### src/rtl/dsq_pkg.sv
package dsq_pkg;

    typedef enum logic [2:0] {
        ST_IDLE,
        ST_MATCH,
        ST_PLL_PRE,
        ST_DIVS,
        ST_PLL_POST,
        ST_DONE
    } dsq_state_e;

    localparam logic [1:0] DSQ_OK      = 2'd0;
    localparam logic [1:0] DSQ_TIMEOUT = 2'd1;
    localparam logic [1:0] DSQ_FAULT   = 2'd2;
    localparam logic [1:0] DSQ_INVALID = 2'd3;

    localparam int DSQ_ADDR_STEP = 'h10;

    // domain 0: bus domain, domain 1: peripheral-clock domain
    function automatic int dsq_num_points(int dom);
        return (dom == 0) ? 4 : 6;
    endfunction

    function automatic int dsq_num_divs(int dom);
        return (dom == 0) ? 16 : 3;
    endfunction

    function automatic int dsq_base_addr(int dom);
        return (dom == 0) ? 'h180 : 'h380;
    endfunction

    function automatic int dsq_point_rate(int dom, int pt);
        return (dom == 0) ? 200 * (pt + 1) : 25 * (pt + 1);
    endfunction

    function automatic int dsq_point_pll(int dom, int pt);
        if (dom == 0)
            return (pt == 2) ? 600 : 800;
        return (pt == 4) ? 700 : 600;
    endfunction

endpackage

### src/rtl/dsq_point_match.sv
module dsq_point_match
    import dsq_pkg::*;
#(
    parameter int DOMAIN = 0,
    parameter int RATE_W = 11,
    parameter int PT_W   = 2
) (
    input  logic [RATE_W-1:0] rate_i,
    output logic              hit_o,
    output logic [PT_W-1:0]   pt_o,
    output logic [RATE_W-1:0] pll_o
);

    localparam int NPTS = dsq_num_points(DOMAIN);

    always_comb begin
        hit_o = 1'b0;
        pt_o  = '0;
        pll_o = '0;
        for (int i = 0; i < NPTS; i++) begin
            if (rate_i == RATE_W'(dsq_point_rate(DOMAIN, i))) begin
                hit_o = 1'b1;
                pt_o  = PT_W'(i);
                pll_o = RATE_W'(dsq_point_pll(DOMAIN, i));
            end
        end
    end

endmodule

### src/rtl/dsq_div_table.sv
module dsq_div_table #(
    parameter int DOMAIN = 0,
    parameter int PT_W   = 2,
    parameter int DIV_W  = 4,
    parameter int VAL_W  = 8
) (
    input  logic [PT_W-1:0]  pt_i,
    input  logic [DIV_W-1:0] div_i,
    output logic [VAL_W-1:0] val_o
);

    // one row per divider, byte k holds the value for point k
    logic [63:0] row;

    generate
        if (DOMAIN == 0) begin : g_bus
            always_comb begin
                unique case (int'(div_i))
                    0, 8, 10, 13: row = {32'd0, 8'd4,  8'd3,  8'd4,  8'd4};
                    1:            row = {32'd0, 8'd1,  8'd1,  8'd2,  8'd4};
                    6:            row = {32'd0, 8'd1,  8'd1,  8'd1,  8'd1};
                    11:           row = {32'd0, 8'd8,  8'd6,  8'd8,  8'd8};
                    12, 14:       row = {32'd0, 8'd24, 8'd18, 8'd24, 8'd24};
                    15:           row = {32'd0, 8'd16, 8'd12, 8'd16, 8'd16};
                    default:      row = {32'd0, 8'd2,  8'd2,  8'd2,  8'd2};
                endcase
            end
        end else begin : g_periph
            always_comb begin
                unique case (int'(div_i))
                    0:       row = {16'd0, 8'd4, 8'd6,  8'd6, 8'd8, 8'd12, 8'd24};
                    1:       row = {16'd0, 8'd4, 8'd5,  8'd4, 8'd4, 8'd4,  8'd4};
                    default: row = {16'd0, 8'd8, 8'd10, 8'd8, 8'd8, 8'd8,  8'd8};
                endcase
            end
        end
    endgenerate

    assign val_o = VAL_W'(row[8*pt_i +: 8]);

endmodule

### src/rtl/dom_rate_seq.sv
module dom_rate_seq
    import dsq_pkg::*;
#(
    parameter int DOMAIN = 0,
    parameter int RATE_W = 11,
    parameter int ADDR_W = 12,
    parameter int VAL_W  = 8
) (
    input  logic              clk,
    input  logic              rst_n,
    input  logic              start_i,
    input  logic [RATE_W-1:0] rate_mhz_i,
    input  logic [RATE_W-1:0] cur_pll_mhz_i,
    output logic              busy_o,
    output logic              pll_req_o,
    output logic [RATE_W-1:0] pll_mhz_o,
    input  logic              pll_ack_i,
    input  logic [1:0]        pll_code_i,
    output logic              div_we_o,
    output logic [ADDR_W-1:0] div_addr_o,
    output logic [VAL_W-1:0]  div_val_o,
    output logic              done_o,
    output logic [1:0]        status_o
);

    localparam int NPTS  = dsq_num_points(DOMAIN);
    localparam int NDIVS = dsq_num_divs(DOMAIN);
    localparam int PT_W  = (NPTS > 1) ? $clog2(NPTS) : 1;
    localparam int DIV_W = (NDIVS > 1) ? $clog2(NDIVS) : 1;
    localparam logic [ADDR_W-1:0] BASE_A = ADDR_W'(dsq_base_addr(DOMAIN));
    localparam logic [ADDR_W-1:0] STEP_A = ADDR_W'(DSQ_ADDR_STEP);
    localparam logic [DIV_W-1:0]  LAST_D = DIV_W'(NDIVS - 1);

    dsq_state_e        state_q, state_d;
    logic [RATE_W-1:0] rate_q, cur_q, tgt_q;
    logic [PT_W-1:0]   pt_q;
    logic [DIV_W-1:0]  idx_q;
    logic              pre_q;
    logic [1:0]        stat_q;

    logic              m_hit;
    logic [PT_W-1:0]   m_pt;
    logic [RATE_W-1:0] m_pll;
    logic [VAL_W-1:0]  tbl_val;
    logic              last_div;

    dsq_point_match #(
        .DOMAIN (DOMAIN),
        .RATE_W (RATE_W),
        .PT_W   (PT_W)
    ) u_match (
        .rate_i (rate_q),
        .hit_o  (m_hit),
        .pt_o   (m_pt),
        .pll_o  (m_pll)
    );

    dsq_div_table #(
        .DOMAIN (DOMAIN),
        .PT_W   (PT_W),
        .DIV_W  (DIV_W),
        .VAL_W  (VAL_W)
    ) u_table (
        .pt_i   (pt_q),
        .div_i  (idx_q),
        .val_o  (tbl_val)
    );

    assign last_div = (idx_q == LAST_D);

    // next state
    always_comb begin
        state_d = state_q;
        unique case (state_q)
            ST_IDLE:     if (start_i) state_d = ST_MATCH;
            ST_MATCH: begin
                if (!m_hit)            state_d = ST_DONE;
                else if (m_pll < cur_q) state_d = ST_PLL_PRE;
                else                   state_d = ST_DIVS;
            end
            ST_PLL_PRE:  if (pll_ack_i) state_d = ST_DIVS;
            ST_DIVS:     if (last_div) state_d = pre_q ? ST_DONE : ST_PLL_POST;
            ST_PLL_POST: if (pll_ack_i) state_d = ST_DONE;
            ST_DONE:     state_d = ST_IDLE;
            default:     state_d = ST_IDLE;
        endcase
    end

    // state register
    always_ff @(posedge clk or negedge rst_n) begin
        if (!rst_n) state_q <= ST_IDLE;
        else        state_q <= state_d;
    end

    // operation context
    always_ff @(posedge clk or negedge rst_n) begin
        if (!rst_n) begin
            rate_q <= '0;
            cur_q  <= '0;
            tgt_q  <= '0;
            pt_q   <= '0;
            idx_q  <= '0;
            pre_q  <= 1'b0;
            stat_q <= DSQ_OK;
        end else begin
            unique case (state_q)
                ST_IDLE: if (start_i) begin
                    rate_q <= rate_mhz_i;
                    cur_q  <= cur_pll_mhz_i;
                end
                ST_MATCH: begin
                    pt_q   <= m_pt;
                    tgt_q  <= m_pll;
                    idx_q  <= '0;
                    pre_q  <= m_hit && (m_pll < cur_q);
                    stat_q <= m_hit ? DSQ_OK : DSQ_INVALID;
                end
                ST_PLL_PRE, ST_PLL_POST: if (pll_ack_i) stat_q <= pll_code_i;
                ST_DIVS:  idx_q <= idx_q + 1'b1;
                default: ;
            endcase
        end
    end

    // outputs
    always_comb begin
        busy_o     = (state_q != ST_IDLE);
        pll_req_o  = (state_q == ST_PLL_PRE) || (state_q == ST_PLL_POST);
        div_we_o   = (state_q == ST_DIVS);
        done_o     = (state_q == ST_DONE);
        pll_mhz_o  = tgt_q;
        div_addr_o = BASE_A + ADDR_W'(idx_q) * STEP_A;
        div_val_o  = tbl_val;
        status_o   = stat_q;
    end

endmodule

### config.mk
export PLATFORM = sky130hd
export DESIGN_NAME = dom_rate_seq
export DESIGN_NICKNAME = d
export VERILOG_FILES = /design/src/rtl/dsq_pkg.sv /design/src/rtl/dsq_point_match.sv /design/src/rtl/dsq_div_table.sv /design/src/rtl/dom_rate_seq.sv
export SDC_FILE = /design/constraint.sdc
export NUM_CORES = 1
export LEC_CHECK = 0
export CAP_MARGIN = 20
export CORE_ASPECT_RATIO = 1.75
export CORE_MARGIN = 2
export CORE_UTILIZATION = 45
export DETAILED_ROUTE_END_ITERATION = 6
export PLACE_DENSITY = 0.78
export SLEW_MARGIN = 10
export SYNTH_ARGS = -nofsm -noshare
export SYNTH_HDL_FRONTEND = slang
export SYNTH_SLANG_ARGS = --single-unit
### constraint.sdc
create_clock -name clk -period 3.3 [get_ports clk]
set_clock_uncertainty 0.2 [all_clocks]
set_input_delay 0.99 -clock clk [delete_from_list [all_inputs] [get_ports clk]]
set_output_delay 0.99 -clock clk [all_outputs]
set_load 0.005 [all_outputs]
==> results.md, run 1 <==
- Die area: 0.00560 mm2
- Cell Area, Synth: approximately 0.0022 mm2
- Register area share after synthesis: between 40% and 50%
- Crit path required time: 2.11 ns
- LEAKAGE: between 1 and 1.5 nW
- Worst Setup SP: idx_q[0]$_DFFE_PN0P_
- Max Cap Viol: 0
- Vias in the first global route: ~1700
- Total global-route track usage: between 10% and 20%
- Post-route insts no fill: roughly 340
- Count of final setup violators: 0
- Power consumption: 1.59 mW
- R2R Path End: pre_q$_DFFE_PN0P_
- Clock tree buffer depth: 2
- Wire per inst: 13.6 um
- Max Slew Vio Count: 0
- Detail Route Antenna Nets: 0
- CP Data Arrival Time: just under 2 ns
- Tmin final: about 3.1 ns
- Final Hold Viols: 0
- Hold Crit Depth: 1
- R2r startpoint: rate_q[10]$_DFFE_PN0P_
- Yosys cell types: 44
- Clk_lat worst skew: about 0.28 ns
- Number of flops mapped to enable cells by yosys: 0
- Dpl ws: 0.227 ns
- Fmax achieved: 318 MHz
- Routed via count: 1784
- Worst setup path class: reg -> out
- Flop-to-flop setup slack: around 0.6 ns
- Placement row count: 34
- Routability Congestion: 0.877
- Core Util, Final: between 50% and 60%
- Crit end category: output port
- Layout area overhead: 26.7%
- Grt ovf: 0
- CTS buffer count: 5
- Reg clk slew, reported paths: roughly 0.070 ns
- Fill cell total of the finished layout: between 400 and 500
- Total wire length: 4590 um
- Avg Vias per Cell: between 5 and 6
- H-tree depth: 2
- DP HPWL: approximately 3500 um
- Synth warnings: 0
- Initial antenna violation count: 0
- Gate Count Post-Synth: ~240
- DRC viols: 0
- Die Ht: 97.5 um
- RSZ-0062 raised after global routing: yes
- Hold Path Sink: cur_q[2]$_DFFE_PN0P_
- Initial Utilization: between 40 and 50%
- Die width: 57.4 um
- ANT cells: 0
- Area of the multi-input gates: about 0.0012 mm2
- Sequential cell area: around 930 um2
- Commonest non-fill, non-tap cells in the layout: 46 x clkdlybuf4s50_1, 33 x dfrtp_1, 30 x nand2_1, 17 x o21ai_0, 16 x mux2_2
- Core area: about 0.0049 mm2
- DR iter-0 viols: a little over 70
- Outcome: finished, final reports clean
- Async set-reset flop share out of synthesis: 100%
- Num ports: 65
- Tcrit/Tclk final: 95.4%
- Layout cells sized above 1: between 10% and 20%
- Critical Path Start Type: register
- Placed Instances: 330
- Min-Delay Path Class: reg -> reg
- Most common cell after layout, fill and taps aside: clkdlybuf4s50_1
- Cell area after layout: around 0.0028 mm2
- Reg2Reg Depth: 8
- TritonCTS clock tree: done
- First-pass GRT wire length: around 7700 um
- Setup ws final: approximately 0.15 ns
- Clock root cell: clkbuf_8
- HP Start: cur_q[2]$_DFFE_PN0P_
- Largest net degree at the start of global routing: 38
- Avg Inst Size Synth: ~9.6 um2
- Setup TNS Final: 0 ns
- # clock sinks: 37
- Primary FF master, synth: dfrtp_1
- VDD IR max: 0.427 mV
- Hold WS: between 0.3 and 0.4 ns
- DRT Pass-1 Iters: 4
- Power Dens Cells: approximately 560 mW/mm2
- Placed cell area: between 0.002 and 0.003 mm2
- IO Port Bufs: 50
- #FFs+latches synth: 37
- Fin nets: ~330
- # hold bufs at CTS: 0
- CP Max Fanout: 6
-- routing by layer --
layer	up-vias	routed length [um]	global-route usage, %
met5	-	0	0
met4	0	123	7.33
met3	9	163	2.53
met2	48	2610	32.4
met1	850	1690	18.4
li1	877	-	-
-- state kept, by name, summed over array words and instances, names as in the netlist --
signal and cells:
cur_q 11, idx_q 4, pll_mhz_o 3, pre_q 1, pt_q 2, rate_q 11
state_q 3, status_o 2
-- what timing repair did --
item	4_1_cts	5_1_grt
gates resized for setup	7	18
endpoints found under the hold margin	0	0
setup endpoints to repair	3	4
buffers inserted	1	0
pin swaps	0	2
-- cell families (layout without fill, tap and decap cells) --
group	Yosys count	in the layout	share of synthesized area (%)
AOI/OAI and AO/OA	52	52	14.1
xor gates and xnor gates	1	1	0.390
adders and majority gates	14	14	7.79
buffers and inverters	41	76	10.9
DFF	37	37	41.2
muxes	17	17	8.68
other	1	14	0.167
and+or+nand+nor	72	72	16.8
-- synth_stat cells (4+ instances only) --
cell type  number  area share, %
ha_1           14            7.8
buf_4          19            6.3
mux2_2         16            8.0
o21ai_0        20            4.5
inv_1          14            2.3
a31oi_1         4            1.1
nand3_1         4           0.89
a21oi_1        12            2.7
nand2_1        30            5.0
nor2_1          9            1.5
nor3_1          5            1.1
dfrtp_1        37             41
a211oi_1        4            1.3
-- report_power, final --
group	leakage (nW)	total [mW]	switching [mW]	internal, mW
logic	0.759	0.577	0.258	0.319
registers	0.453	0.733	0.116	0.616
clock network	0.0399	0.281	0.143	0.139
-- cell type report --
class	instances	area share, %
well taps	54	2.37
repair buffers	56	19.5
clock inverters	1	0.176
inverters	14	1.84
clock buffers	5	2.42
multi-input cells	170	41.0
flip-flops and latches	37	32.7
-- worst max-delay path, cell delays in order (launching register included) --
cell and delay [ns]:
dfrtp_1 0.39, buf_4 0.17, ha_1 0.19, nor2_1 0.07
a211oi_2 0.22, a21oi_1 0.06, nor2_1 0.08, clkdlybuf4s50_1 0.50
-- worst max-delay path by stage --
stage / cells after the start / endpoint / slack, ns
2_1_floorplan: 4 / div_val_o[4] / 0.71
3_3_place_gp: 6 / div_val_o[1] / 0.29
3_5_place_dp: 6 / div_val_o[1] / 0.23
4_1_cts: 6 / div_val_o[1] / 0.005
5_1_grt: 7 / div_val_o[3] / -0.05
6_report: 7 / div_val_o[3] / 0.15
Power figures use the tool's default switching activity.
==> run 2: changes to the inputs <==
--- a/config.mk
+++ b/config.mk
@@ -10,7 +10,9 @@
 export CORE_MARGIN = 2
 export CORE_UTILIZATION = 45
 export DETAILED_ROUTE_END_ITERATION = 6
+export GPL_ROUTABILITY_DRIVEN = 0
 export PLACE_DENSITY = 0.78
+export RECOVER_POWER = 50
 export SLEW_MARGIN = 10
 export SYNTH_ARGS = -nofsm -noshare
 export SYNTH_HDL_FRONTEND = slang
==> results.md, run 2 (synthesis results as in run 1) <==
- Max Cap Viol: 0
- Detail Route Antenna Nets: 0
- RSZ-0062 raised after global routing: yes
- Routed via count: ~1800
- # clock sinks: 37
- Die area: ~0.0056 mm2
- Fin nets: 326
- LEAKAGE: between 1 and 1.5 nW
- Fill cell total of the finished layout: approximately 440
- Wire per inst: 13.6 um
- Placement row count: 34
- Hold WS: just over 0.3 ns
- Min-Delay Path Class: reg -> reg
- DR iter-0 viols: 66
- Critical Path Start Type: register
- Largest net degree at the start of global routing: 38
- TritonCTS clock tree: done
- Count of final setup violators: 0
- Vias in the first global route: 1743
- DRT Pass-1 Iters: 4
- Max Slew Vio Count: 0
- Commonest non-fill, non-tap cells in the layout: 46 x clkdlybuf4s50_1, 33 x dfrtp_1, 30 x nand2_1, 17 x o21ai_0, 16 x mux2_2
- IO Port Bufs: 50
- Max incr delay on CP: about 0.50 ns
- Worst setup path class: reg -> out
- Initial antenna violation count: 0
- Slowest library cell on the worst path: clkdlybuf4s50_1
- Total global-route track usage: roughly 17%
- CTS buffer count: 5
- Crit end category: output port
- CP Data Arrival Time: 1.96 ns
- Fmax achieved: ~320 MHz
- Power consumption: 1.59 mW
- Worst Path Buf+Inv: 2
- Grt ovf: 0
- Tcrit/Tclk final: roughly 95%
- Cell area after layout: roughly 0.0028 mm2
- CP delay by family, top: buffers and inverters
- Regs by FF count: cur_q x11, rate_q x11, idx_q x4
- CP Max Fanout: 6
- DRC viols: 0
- Placed cell area: around 0.0027 mm2
- Final Hold Viols: 0
- Layout area overhead: 26.4%
- Initial Utilization: between 40% and 50%
- Core Util, Final: between 50% and 60%
- Tmin final: roughly 3.1 ns
- Clk_lat worst skew: between 0.2 and 0.3 ns
- VDD IR max: 0.427 mV
- Die width: roughly 57 um
- First-pass GRT wire length: ~7700 um
- ANT cells: 0
- Num ports: 65
- Crit path top cell by count: nor2_1
- Crit path required time: 2.11 ns
- Layout cells sized above 1: between 10% and 20%
- Power Dens Cells: about 560 mW/mm2
- DP HPWL: approximately 3500 um
- Reg clk slew, reported paths: ~0.07 ns
- Clock root cell: clkbuf_8
- Total wire length: around 4600 um
- Core area: 0.00489 mm2
- Crit path cell chain: buf_4 -> ha_1 -> nor2_1 -> a211oi_2 -> a21oi_1 -> nor2_1 -> clkdlybuf4s50_1
- Die Ht: 97.5 um
- Clock tree buffer depth: 2
- Most common cell after layout, fill and taps aside: clkdlybuf4s50_1
- Setup TNS Final: 0 ns
- Outcome: finished, final reports clean
- Avg Vias per Cell: about 5.3
- H-tree depth: 2
## run 2: what timing repair did
action,CTS,global route
pin swaps,0,2
hold buffers,0,0
buffers inserted,1,0
hold endpoints to repair,0,0
resized for setup,7,18
setup endpoints to repair,3,4
## run 2: metrics by stage
step / std cells / setup slack (ns)
detailed placement: 330 / 0.227
CTS: 337 / 0.00457
global route: 337 / -0.0529
global placement: 330 / 0.289
floorplan: 248 / 0.712
finish: 337 / 0.154
## run 2: area by class of cell
| cell class | instances | area [um2] | share of cell area, % |
|---|---|---|---|
| well taps | 54 | 67.6 | 2.38 |
| clock buffers | 5 | 68.8 | 2.42 |
| clock inverters | 1 | 5.00 | 0.176 |
| flip-flops and latches | 37 | 931 | 32.7 |
| inverters | 14 | 52.6 | 1.85 |
| repair buffers | 56 | 552 | 19.4 |
| multi-input cells | 170 | 1170 | 41.0 |
## run 2: per-layer routing
layer	up-vias	GRT usage [%]	part of all wire (%)
met1	848	18.4	37
li1	877	-	-
met2	48	32.4	57
met3	9	2.53	3.5
met5	-	0	0
met4	0	7.33	2.7
## run 2: final timing paths
| kind | start | endpoint | slack, ns | cells past startpoint |
|---|---|---|---|---|
| min in group asynchronous | rst_n | cur_q[9]$_DFFE_PN0P_ | 0.93 | 2 |
| worst min-delay path | cur_q[2]$_DFFE_PN0P_ | cur_q[2]$_DFFE_PN0P_ | 0.31 | 1 |
| max in group asynchronous | rst_n | idx_q[1]$_DFFE_PN0P_ | 1.62 | 2 |
| worst max-delay path | idx_q[0]$_DFFE_PN0P_ | div_val_o[3] | 0.15 | 7 |
| worst max register to register | rate_q[10]$_DFFE_PN0P_ | pre_q$_DFFE_PN0P_ | 0.60 | 8 |
| worst min register to register | cur_q[2]$_DFFE_PN0P_ | cur_q[2]$_DFFE_PN0P_ | 0.31 | 1 |
## run 2: where the power goes
part	switching [mW]	internal [mW]	leakage (nW)
registers	0.117	0.616	0.453
logic	0.258	0.313	0.755
clock network	0.143	0.139	0.0399
total	0.517	1.07	1.25
==> run 3: changes to the inputs <==
--- a/config.mk
+++ b/config.mk
@@ -5,6 +5,7 @@
 export SDC_FILE = /design/constraint.sdc
 export NUM_CORES = 1
 export LEC_CHECK = 0
+export ABC_AREA = 1
 export CAP_MARGIN = 20
 export CORE_ASPECT_RATIO = 1.75
 export CORE_MARGIN = 2
==> results.md, run 3 <==
- Outcome: finished, final reports clean
- Crit path top cell by count: ha_1
- Max Cap Viol: 0
- Fmax achieved: 322 MHz
- Area contributors post-synth: dfrtp_1 41%, nand2_1 11%, ha_1 7.7%
- Total global-route track usage: about 18%
- Initial Utilization: 46.1%
- Wire per inst: between 10 and 15 um
- Most common cell after layout, fill and taps aside: nand2_1
- Crit path cell chain: buf_4 -> ha_1 -> ha_1 -> o21ai_0 -> a31oi_1 -> clkdlybuf4s50_1
- Post-route insts no fill: roughly 410
- Slowest library cell on the worst path: clkdlybuf4s50_1
- Layout area overhead: 28.3%
- H-tree depth: 2
- DP HPWL: 3700 um
- VDD IR max: roughly 0.42 mV
- Reg clk slew, reported paths: 0.07 ns
- LEAKAGE: 1.51 nW
- Min-Delay Path Class: reg -> reg
- Avg Inst Size Synth: 7.45 um2
- Regs by FF count: cur_q x11, rate_q x11, idx_q x4
- Critical Path Start Type: register
- TritonCTS clock tree: done
- Gate Count Post-Synth: around 310
- Grt ovf: 0
- Most common cell in the netlist: nand2_1
- Worst Path Buf+Inv: 2
- Number of flops mapped to enable cells by yosys: 0
- Tcrit/Tclk final: 94.0%
- Max incr delay on CP: 0.51 ns
- Setup ws final: ~0.20 ns
- Fin nets: ~400
- Cell Area, Synth: approximately 0.0023 mm2
- ANT cells: 0
- DRC viols: 0
- Count of final setup violators: 0
- Die area: around 0.0057 mm2
- Synth warnings: 0
- Crit path required time: between 2 and 2.5 ns
- First-pass GRT wire length: slightly above 8000 um
- Placed Instances: ~400
- Power Dens Cells: between 500 and 600 mW/mm2
- Max Slew Vio Count: 0
- Initial antenna violation count: 0
- CP delay by family, top: buffers and inverters
- DR iter-0 viols: ~90
- Detail Route Antenna Nets: 0
- Worst slew pin tran: slightly below 0.9 ns
- Register area share after synthesis: between 40 and 50%
- IO Port Bufs: 50
- Die width: slightly below 60 um
- CTS buffer count: 5
- Final Hold Viols: 0
- Avg Vias per Cell: roughly 5
- CP Data Arrival Time: between 1.5 and 2 ns
- Routed via count: approximately 2000
- Dpl ws: roughly 0.15 ns
- Clock tree buffer depth: 2
- Core area: between 0.004 and 0.005 mm2
- Post-synth top area cell: dfrtp_1
- #FFs+latches synth: 37
- Async set-reset flop share out of synthesis: 100%
- Num ports: 65
- Slew HR: roughly 40%
- Yosys cell types: 30
- CP Max Fanout: 4
- Layout cells sized above 1: between 6 and 7%
- Worst setup path class: reg -> out
- Commonest non-fill, non-tap cells in the layout: 68 x nand2_1, 47 x nor2_1, 46 x clkdlybuf4s50_1, 42 x inv_1, 37 x dfrtp_1
- DRT Pass-1 Iters: 5
- Vias in the first global route: 1969
- Placement row count: 34
- # clock sinks: 37
- Crit end category: output port
- Commonest cells post-synth: 68 x nand2_1, 44 x nor2_1, 43 x inv_1
- Primary FF master, synth: dfrtp_1
- Total wire length: 4710 um
- RSZ-0062 raised after global routing: no
- Clock root cell: clkbuf_8
- Die Ht: between 90 and 100 um
- Largest net degree at the start of global routing: 44
- Tmin final: about 3.1 ns
- Clk_lat worst skew: roughly 0.28 ns
- Post-synth top area share: 40.7%
-- run 3: cell types whose count changed after synthesis, moves of 4 or more --
cell / change
nand3_1: +8
a211oi_1: -4
a21oi_1: +16
nand2_1: +38
nor2_1: +35
o21ai_0: -7
inv_1: +29
nor3_1: -4
mux2_2: -15
-- run 3: area by class of cell --
cell class              instances  area (um2)
flip-flops and latches         37         926
clock buffers                   7        86.3
clock inverters                 1        30.0
multi-input cells             214        1090
well taps                      54        67.6
fillers                       463        2020
inverters                      44         165
repair buffers                 57         554
-- run 3: kinds of logic after synthesis --
family | after synthesis | synth area share (%)
AOI/OAI and AO/OA | 50 | 12.0
adders and majority gates | 14 | 7.71
xor gates and xnor gates | 1 | 0.385
muxes | 1 | 0.495
and+or+nand+nor | 134 | 24.4
other | 1 | 0.165
buffers and inverters | 67 | 14.1
DFF | 37 | 40.7
-- run 3: through the flow --
step / util (%) / power [mW] / cell area, um2 / hold WS [ns] / setup TNS, ns
5_1_grt: 59.1 / 1.87 / 2920 / 0.324 / 0
3_3_place_gp: 56.2 / 1.34 / 2770 / 0.277 / 0
4_1_cts: 58.8 / 1.77 / 2900 / 0.298 / -0.0628
3_5_place_dp: 56.2 / 1.37 / 2770 / 0.282 / 0
2_1_floorplan: - / 1.15 / 2320 / 0.266 / 0
6_report: 59.1 / 1.74 / 2920 / 0.295 / 0
-- run 3: final timing paths --
kind	start	to	slack [ns]	cells past startpoint
setup / recovery	idx_q[1]$_DFFE_PN0P_	div_val_o[3]	0.20	6
hold / removal	pre_q$_DFFE_PN0P_	pre_q$_DFFE_PN0P_	0.30	1
setup reg to reg	rate_q[7]$_DFFE_PN0P_	state_q[0]$_DFFE_PN0P_	0.86	18
hold reg to reg	pre_q$_DFFE_PN0P_	pre_q$_DFFE_PN0P_	0.30	1
max in group asynchronous	rst_n	pll_mhz_o[9]$_DFFE_PN0P_	1.19	2
min in group asynchronous	rst_n	cur_q[0]$_DFFE_PN0P_	1.16	2
-- run 3: where the power goes --
| group | switching [mW] | total, mW | internal (mW) |
|---|---|---|---|
| clock | 0.151 | 0.397 | 0.246 |
| combinational | 0.379 | 0.658 | 0.279 |
| sequential | 0.0705 | 0.680 | 0.609 |
| total | 0.600 | 1.74 | 1.13 |
-- run 3: per-layer routing --
| metal | vias to the layer above | wire length, um | global-route usage, % |
|---|---|---|---|
| met4 | 0 | 155 | 9.30 |
| met2 | 54 | 2720 | 33.9 |
| met1 | 920 | 1660 | 18.0 |
| met3 | 13 | 176 | 3.18 |
| met5 | - | 0 | 0 |
| li1 | 1033 | - | - |
-- run 3: timing repair --
item / 4_1_cts / 5_1_grt
resized for setup: 6 / 6
pin swaps: 0 / 1
hold buffers: 0 / 0
endpoints found under the setup margin: 3 / 2
buffers inserted: 1 / 1
hold endpoints to repair: 0 / 0
